### config.mk
export PLATFORM = sky130hd
export DESIGN_NAME = flash_lock_mgr
export DESIGN_NICKNAME = d
export VERILOG_FILES = /design/src/rtl/flm_pkg.sv /design/src/rtl/flm_decode.sv /design/src/rtl/flm_timer.sv /design/src/rtl/flm_lock_array.sv /design/src/rtl/flash_lock_mgr.sv
export SDC_FILE = /design/constraint.sdc
export NUM_CORES = 1
export LEC_CHECK = 0
export BUFFER_PORTS_ARGS = -buffer_cell sky130_fd_sc_hd__buf_2
export CELL_PAD_IN_SITES_DETAIL_PLACEMENT = 0
export CELL_PAD_IN_SITES_GLOBAL_PLACEMENT = 2
export CORE_MARGIN = 10
export CORE_UTILIZATION = 29
export DETAILED_ROUTE_END_ITERATION = 10
export PLACE_DENSITY = 0.85
export SLEW_MARGIN = 25
export SYNTH_ARGS = -nofsm -noshare
export SYNTH_HDL_FRONTEND = slang
export SYNTH_SLANG_ARGS = --single-unit
### constraint.sdc
create_clock -name clk_i -period 2 [get_ports clk_i]
set_input_delay 0.4 -clock clk_i [delete_from_list [all_inputs] [get_ports clk_i]]
set_output_delay 0.4 -clock clk_i [all_outputs]
set_load 0.05 [all_outputs]
### src/rtl/flm_pkg.sv
package flm_pkg;
  localparam logic [7:0] OPC_SETUP    = 8'h60;
  localparam logic [7:0] OPC_CONF_BLK = 8'h01;
  localparam logic [7:0] OPC_CONF_MST = 8'hF1;
  localparam logic [7:0] OPC_CONF_CLR = 8'hD0;
  localparam logic [7:0] OPC_CLR_STAT = 8'h50;

  localparam int SB_READY = 7;
  localparam int SB_SEQ   = 5;
  localparam int SB_LOCK  = 4;
  localparam int SB_PROT  = 1;

  typedef enum logic [1:0] {ST_IDLE, ST_SETUP, ST_BUSY} fsm_e;
  typedef enum logic [1:0] {LK_NONE, LK_BLOCK, LK_MASTER, LK_CLEAR} lk_op_e;
endpackage

### src/rtl/flm_decode.sv
module flm_decode
  import flm_pkg::*;
(
  input  logic [7:0] data_i,
  output logic       is_setup_o,
  output logic       is_clr_stat_o,
  output lk_op_e     conf_op_o
);
  assign is_setup_o    = (data_i == OPC_SETUP);
  assign is_clr_stat_o = (data_i == OPC_CLR_STAT);

  always_comb begin
    unique case (data_i)
      OPC_CONF_BLK: conf_op_o = LK_BLOCK;
      OPC_CONF_MST: conf_op_o = LK_MASTER;
      OPC_CONF_CLR: conf_op_o = LK_CLEAR;
      default:      conf_op_o = LK_NONE;
    endcase
  end
endmodule

### src/rtl/flm_timer.sv
module flm_timer #(
  parameter int CNT_MAX = 4
) (
  input  logic clk_i,
  input  logic rst_ni,
  input  logic load_i,
  output logic done_o
);
  localparam int CW = $clog2(CNT_MAX + 1);
  localparam logic [CW-1:0] LOAD_VAL = CW'(CNT_MAX);

  logic [CW-1:0] cnt_q;

  always_ff @(posedge clk_i or negedge rst_ni) begin
    if (!rst_ni)              cnt_q <= '0;
    else if (load_i)          cnt_q <= LOAD_VAL;
    else if (cnt_q != '0)     cnt_q <= cnt_q - 1'b1;
  end

  // last busy cycle
  assign done_o = (cnt_q == CW'(1));
endmodule

### src/rtl/flm_lock_array.sv
module flm_lock_array #(
  parameter int NUM_BLOCKS = 8,
  localparam int BLK_W = (NUM_BLOCKS > 1) ? $clog2(NUM_BLOCKS) : 1
) (
  input  logic                  clk_i,
  input  logic                  rst_ni,
  input  logic                  set_en_i,
  input  logic [BLK_W-1:0]      set_idx_i,
  input  logic                  clr_all_i,
  output logic [NUM_BLOCKS-1:0] locks_o
);
  for (genvar b = 0; b < NUM_BLOCKS; b++) begin : g_blk
    always_ff @(posedge clk_i or negedge rst_ni) begin
      if (!rst_ni)                                        locks_o[b] <= 1'b0;
      else if (clr_all_i)                                 locks_o[b] <= 1'b0;
      else if (set_en_i && (set_idx_i == BLK_W'(b)))      locks_o[b] <= 1'b1;
    end
  end
endmodule

### src/rtl/flash_lock_mgr.sv
module flash_lock_mgr
  import flm_pkg::*;
#(
  parameter int NUM_BLOCKS  = 8,
  parameter int ADDR_W      = 19,
  parameter int BUSY_CYCLES = 4
) (
  input  logic                  clk_i,
  input  logic                  rst_ni,
  input  logic                  wr_en_i,
  input  logic [ADDR_W-1:0]     wr_addr_i,
  input  logic [7:0]            wr_data_i,
  input  logic                  hv_ok_i,
  output logic [7:0]            status_o,
  output logic                  ready_o,
  output logic [NUM_BLOCKS-1:0] protect_o,
  output logic                  master_lock_o
);
  localparam int BLK_W = (NUM_BLOCKS > 1) ? $clog2(NUM_BLOCKS) : 1;

  fsm_e             state_q;
  lk_op_e           op_q;
  logic [BLK_W-1:0] idx_q;
  logic             allow_q;
  logic             master_q;
  logic             seq_err_q, lock_err_q, prot_err_q;

  logic             is_setup, is_clr_stat;
  lk_op_e           conf_op;
  logic             allow_now;
  logic             accept_conf;
  logic             done;
  logic [BLK_W-1:0] blk_idx;
  logic             unused_addr;

  assign blk_idx     = wr_addr_i[ADDR_W-1 -: BLK_W];
  assign unused_addr = ^wr_addr_i;

  flm_decode i_dec (
    .data_i        (wr_data_i),
    .is_setup_o    (is_setup),
    .is_clr_stat_o (is_clr_stat),
    .conf_op_o     (conf_op)
  );

  // override sampled at the confirm write only
  always_comb begin
    unique case (conf_op)
      LK_MASTER: allow_now = hv_ok_i;
      LK_BLOCK,
      LK_CLEAR:  allow_now = !master_q || hv_ok_i;
      default:   allow_now = 1'b0;
    endcase
  end

  assign accept_conf = (state_q == ST_SETUP) && wr_en_i && (conf_op != LK_NONE);

  flm_timer #(.CNT_MAX(BUSY_CYCLES)) i_tmr (
    .clk_i  (clk_i),
    .rst_ni (rst_ni),
    .load_i (accept_conf),
    .done_o (done)
  );

  logic fin_ok;
  assign fin_ok = (state_q == ST_BUSY) && done && allow_q;

  flm_lock_array #(.NUM_BLOCKS(NUM_BLOCKS)) i_arr (
    .clk_i     (clk_i),
    .rst_ni    (rst_ni),
    .set_en_i  (fin_ok && (op_q == LK_BLOCK)),
    .set_idx_i (idx_q),
    .clr_all_i (fin_ok && (op_q == LK_CLEAR)),
    .locks_o   (protect_o)
  );

  always_ff @(posedge clk_i or negedge rst_ni) begin
    if (!rst_ni) begin
      state_q    <= ST_IDLE;
      op_q       <= LK_NONE;
      idx_q      <= '0;
      allow_q    <= 1'b0;
      master_q   <= 1'b0;
      seq_err_q  <= 1'b0;
      lock_err_q <= 1'b0;
      prot_err_q <= 1'b0;
    end else begin
      unique case (state_q)
        ST_IDLE: if (wr_en_i) begin
          if (is_setup) state_q <= ST_SETUP;
          else if (is_clr_stat) begin
            seq_err_q  <= 1'b0;
            lock_err_q <= 1'b0;
            prot_err_q <= 1'b0;
          end
        end
        ST_SETUP: if (wr_en_i) begin
          if (conf_op != LK_NONE) begin
            state_q <= ST_BUSY;
            op_q    <= conf_op;
            idx_q   <= blk_idx;
            allow_q <= allow_now;
          end else begin
            state_q    <= ST_IDLE;
            seq_err_q  <= 1'b1;
            lock_err_q <= 1'b1;
          end
        end
        ST_BUSY: if (done) begin
          state_q <= ST_IDLE;
          if (allow_q) begin
            if (op_q == LK_MASTER) master_q <= 1'b1;
          end else begin
            lock_err_q <= 1'b1;
            prot_err_q <= 1'b1;
          end
        end
        default: state_q <= ST_IDLE;
      endcase
    end
  end

  assign ready_o       = (state_q != ST_BUSY);
  assign master_lock_o = master_q;

  always_comb begin
    status_o          = '0;
    status_o[SB_READY] = ready_o;
    status_o[SB_SEQ]   = seq_err_q;
    status_o[SB_LOCK]  = lock_err_q;
    status_o[SB_PROT]  = prot_err_q;
  end
endmodule

==> results summary <==
The final hold violation count came out at 0. Power spread over the standard cell area amounts to between 700 and 800 nW/um^2. Once the clock tree was built, the setup fixing pass inserted 0 buffers. The number of top-level pins is 49. The area of the die is ~7700 um^2.

For this run, the detailed router's first-pass iteration total came to 5. The number of maximum-capacitance violations came out at 0. The maximum level of the CTS H-tree came out at 1. The CTS clock-pin slew for the worst setup and hold paths is about 0.08 ns. The maximum operating frequency came out at around 0.55 GHz. The count of vias placed by the detailed router is 970. Data arrives at the worst endpoint at between 1 and 1.5 ns. The half-perimeter wire length after placement is approximately 2300 um. The number of distinct library cells after synthesis came out at 36. The die is 87.5 um wide. The most used flip-flop cell after synthesis is sky130_fd_sc_hd__dfrtp_1. After the first detailed-routing iteration, the DRC count stood at 33. TritonCTS built the clock tree. The number of diodes added for antenna fixing came out at 0. The synthesized area divided by synthesized cell count is ~11 um^2. In the routed layout, each cell is associated on average with a via count of 4.71. The synthesis-to-finish area growth is 17.0%.

The number of buffers and inverters on the critical path came out at 3. The count of state elements after synthesis is 23. The share of the synthesized area in the top cell type came out at 0.436. The delay of the slowest cell on the worst path came out at just over 0.4 ns. The number of remaining DRC errors came out at 0. The library cell used most frequently in the layout, excluding fill and tap cells, is sky130_fd_sc_hd__buf_2. The category of the most critical setup path is reg2out. The startpoint identified for the worst register-to-register timing path is state_q[1].

Subtracting the final worst setup slack from the clock period gives between 1.5 and 2 ns. The slowest stage of the critical path belongs to the cell sky130_fd_sc_hd__dfrtp_1. Of the available clock period, the critical path in the final layout requires 0.902. The detail route stage leaves a number of antenna-violating nets equal to 0. The required time at the worst-slack endpoint came out at roughly 1.6 ns. The run finished with clean final reports. The number of cells upsized or downsized after cts is 0. The count of flip-flops with a built-in enable after synthesis came out at 0.

The leftover overflow at the end of global routing is 0. The post-route cell area came out at between 1500 and 2000 um^2. STA classifies the critical path startpoint as a flop. The top cell types in the final layout, fill and taps aside, are sky130_fd_sc_hd__buf_2, sky130_fd_sc_hd__dfrtp_1, sky130_fd_sc_hd__nor2_1. Once placement finished, the instance area stood at about 1500 um^2.

The placer's final routability congestion estimate is between 0.8 and 0.9. The total negative setup slack came out at 0 ns. In the final routed layout, each cell accounts on average for 14.2 um.

The netlist area before placement came out at ~1300 um^2. The number of antenna violations at the first check in global routing is 0. The biggest area contributor in the post-synthesis netlist is sky130_fd_sc_hd__dfrtp_1. The transition time at the pin with the least slew margin came out at between 0.5 and 0.6 ns.

The final layout contains routed wiring with a total length of roughly 2900 um. The final-stage net count is slightly below 200. For this design the static power due to leakage is ~0.81 nW. CTS placed an instance of sky130_fd_sc_hd__clkbuf_8 at the clock tree root.

In this run the tightest slew margin relative to its limit is 0.656. Clock skew on the completed layout was measured at ~0.0022 ns. The initial utilization of the core area, before any placement, comes to 0.301. The launching element of the worst setup path is state_q[0]. The largest fanout of any net on the critical path is 5. The global-route wire length before repair is 4700 um. The core area came out at approximately 4400 um^2. The clock sink count is 23. The number of port buffers is 28. The kind of end point of the critical path is an output port. The peak supply drop is a little over 400 uV. The path class of the tightest hold or removal check is in2async. The synthesis warning total came out at 0. The max-slew violation count is 0. The share of the Yosys chip area taken by registers is 0.436. The fraction of final layout cells with drive strength greater than 1 came out at 0.318. The synthesized instance count is about 120. Buffers inserted during clock tree synthesis total 3. The flop-to-flop setup slack is around 0.21 ns. Setup violations remaining at the end of the flow were counted as 0. The via count of the first global-routing pass came out at 1018. The total track usage came out at 0.0757. Walking the worst path, the cells encountered are inv_1 > ha_1 > inv_1 > buf_2.

The pin count of the biggest net entering global routing came out at 24. The maximum buffer depth of the clock tree is 2. After synthesis, the share of flip-flops with an asynchronous set or reset is 1.00.

From bottom edge to top edge, the die measures around 88 um. Sorting the synthesized cells by area gives the leading types as sky130_fd_sc_hd__dfrtp_1, sky130_fd_sc_hd__ha_1, sky130_fd_sc_hd__buf_4. The number of buffers inserted for hold repair after clock tree synthesis came out at 0.

On the critical path the largest part of the delay comes from buffers and inverters. Setup repair after global routing left no endpoint under its margin. The placement row count is 24.

The cell that appears most often on the critical path is sky130_fd_sc_hd__inv_1. The clock latency reported for the late side of the worst-skew pair came out at between 0.2 and 0.3 ns.
-- per-stage QoR --
step	hold slack, ns	utilization	worst slack (ns)	power (mW)	std cells
floorplan	0.104	-	0.125	0.762	127
global placement	0.393	0.342	0.120	0.817	202
detailed placement	0.408	0.342	0.107	0.827	202
CTS	0.111	0.353	0.183	1.13	206
global route	0.131	0.353	0.0670	1.20	206
finish	0.0974	0.353	0.196	1.11	206
-- registers in the layout, indices dropped and copies added (netlist names) --
signal / count
prot_err_q: 1
master_lock_o: 1
allow_q: 1
lock_err_q: 1
op_q: 2
i_arr.locks_o: 8
seq_err_q: 1
idx_q: 3
i_tmr.cnt_q: 3
state_q: 2
-- final timing paths --
check / endpoint / cells past startpoint
setup reg to reg: lock_err_q / 6
max in group asynchronous: lock_err_q / 1
hold reg to reg: i_arr.locks_o[4] / 2
setup / recovery: ready_o / 4
min in group clk_i: idx_q[1] / 2
hold / removal: i_arr.locks_o[2] / 1
-- per-layer routing --
metal / up-vias / part of all wire / global-route usage
li1: 486 / - / -
met1: 460 / 0.45 / 0.0882
met2: 22 / 0.49 / 0.128
met3: 2 / 0.053 / 0.0309
met4: 0 / 0.0027 / 0.0130
met5: - / 0 / 0
-- area by class of cell --
class,count,area [um^2]
sequential,23,576
clock inverter,1,5.00
multi-input combinational,88,667
clock buffer,3,41.3
timing repair buffer,31,163
fill,449,2840
tap,52,65.1
inverter,8,30.0
-- Yosys cell counts, types with 2 or more instances --
| master | instances |
|---|---|
| sky130_fd_sc_hd__nor2_1 | 12 |
| sky130_fd_sc_hd__nand2_1 | 5 |
| sky130_fd_sc_hd__dfrtp_1 | 23 |
| sky130_fd_sc_hd__mux2i_1 | 5 |
| sky130_fd_sc_hd__nor2b_1 | 4 |
| sky130_fd_sc_hd__mux2_2 | 2 |
| sky130_fd_sc_hd__and4b_1 | 2 |
| sky130_fd_sc_hd__nor4b_1 | 2 |
| sky130_fd_sc_hd__o21ai_0 | 4 |
| sky130_fd_sc_hd__inv_1 | 8 |
| sky130_fd_sc_hd__nand3_1 | 3 |
| sky130_fd_sc_hd__mux2_4 | 4 |
| sky130_fd_sc_hd__a31oi_1 | 4 |
| sky130_fd_sc_hd__buf_4 | 8 |
| sky130_fd_sc_hd__ha_1 | 7 |
| sky130_fd_sc_hd__a21oi_1 | 10 |
| sky130_fd_sc_hd__nand2b_1 | 2 |
-- kinds of logic (layout without fill, tap and decap cells) --
logic type	Yosys count	in the layout	share of synthesized area
and+or+nand+nor	39	39	0.196
adders and majority gates	7	7	0.0663
AOI/OAI and AO/OA	25	25	0.117
other	1	4	0.00284
xor gates and xnor gates	2	2	0.0133
buffers and inverters	16	43	0.0682
muxes	11	11	0.100
DFF	23	23	0.436
-- report_power, final --
part | total, mW | internal [mW] | switching, mW | leakage [nW]
registers | 0.534 | 0.506 | 0.0281 | 0.304
clock network | 0.292 | 0.139 | 0.153 | 0.0255
logic | 0.282 | 0.121 | 0.161 | 0.477
No activity file was read; power rests on OpenSTA's default activity.
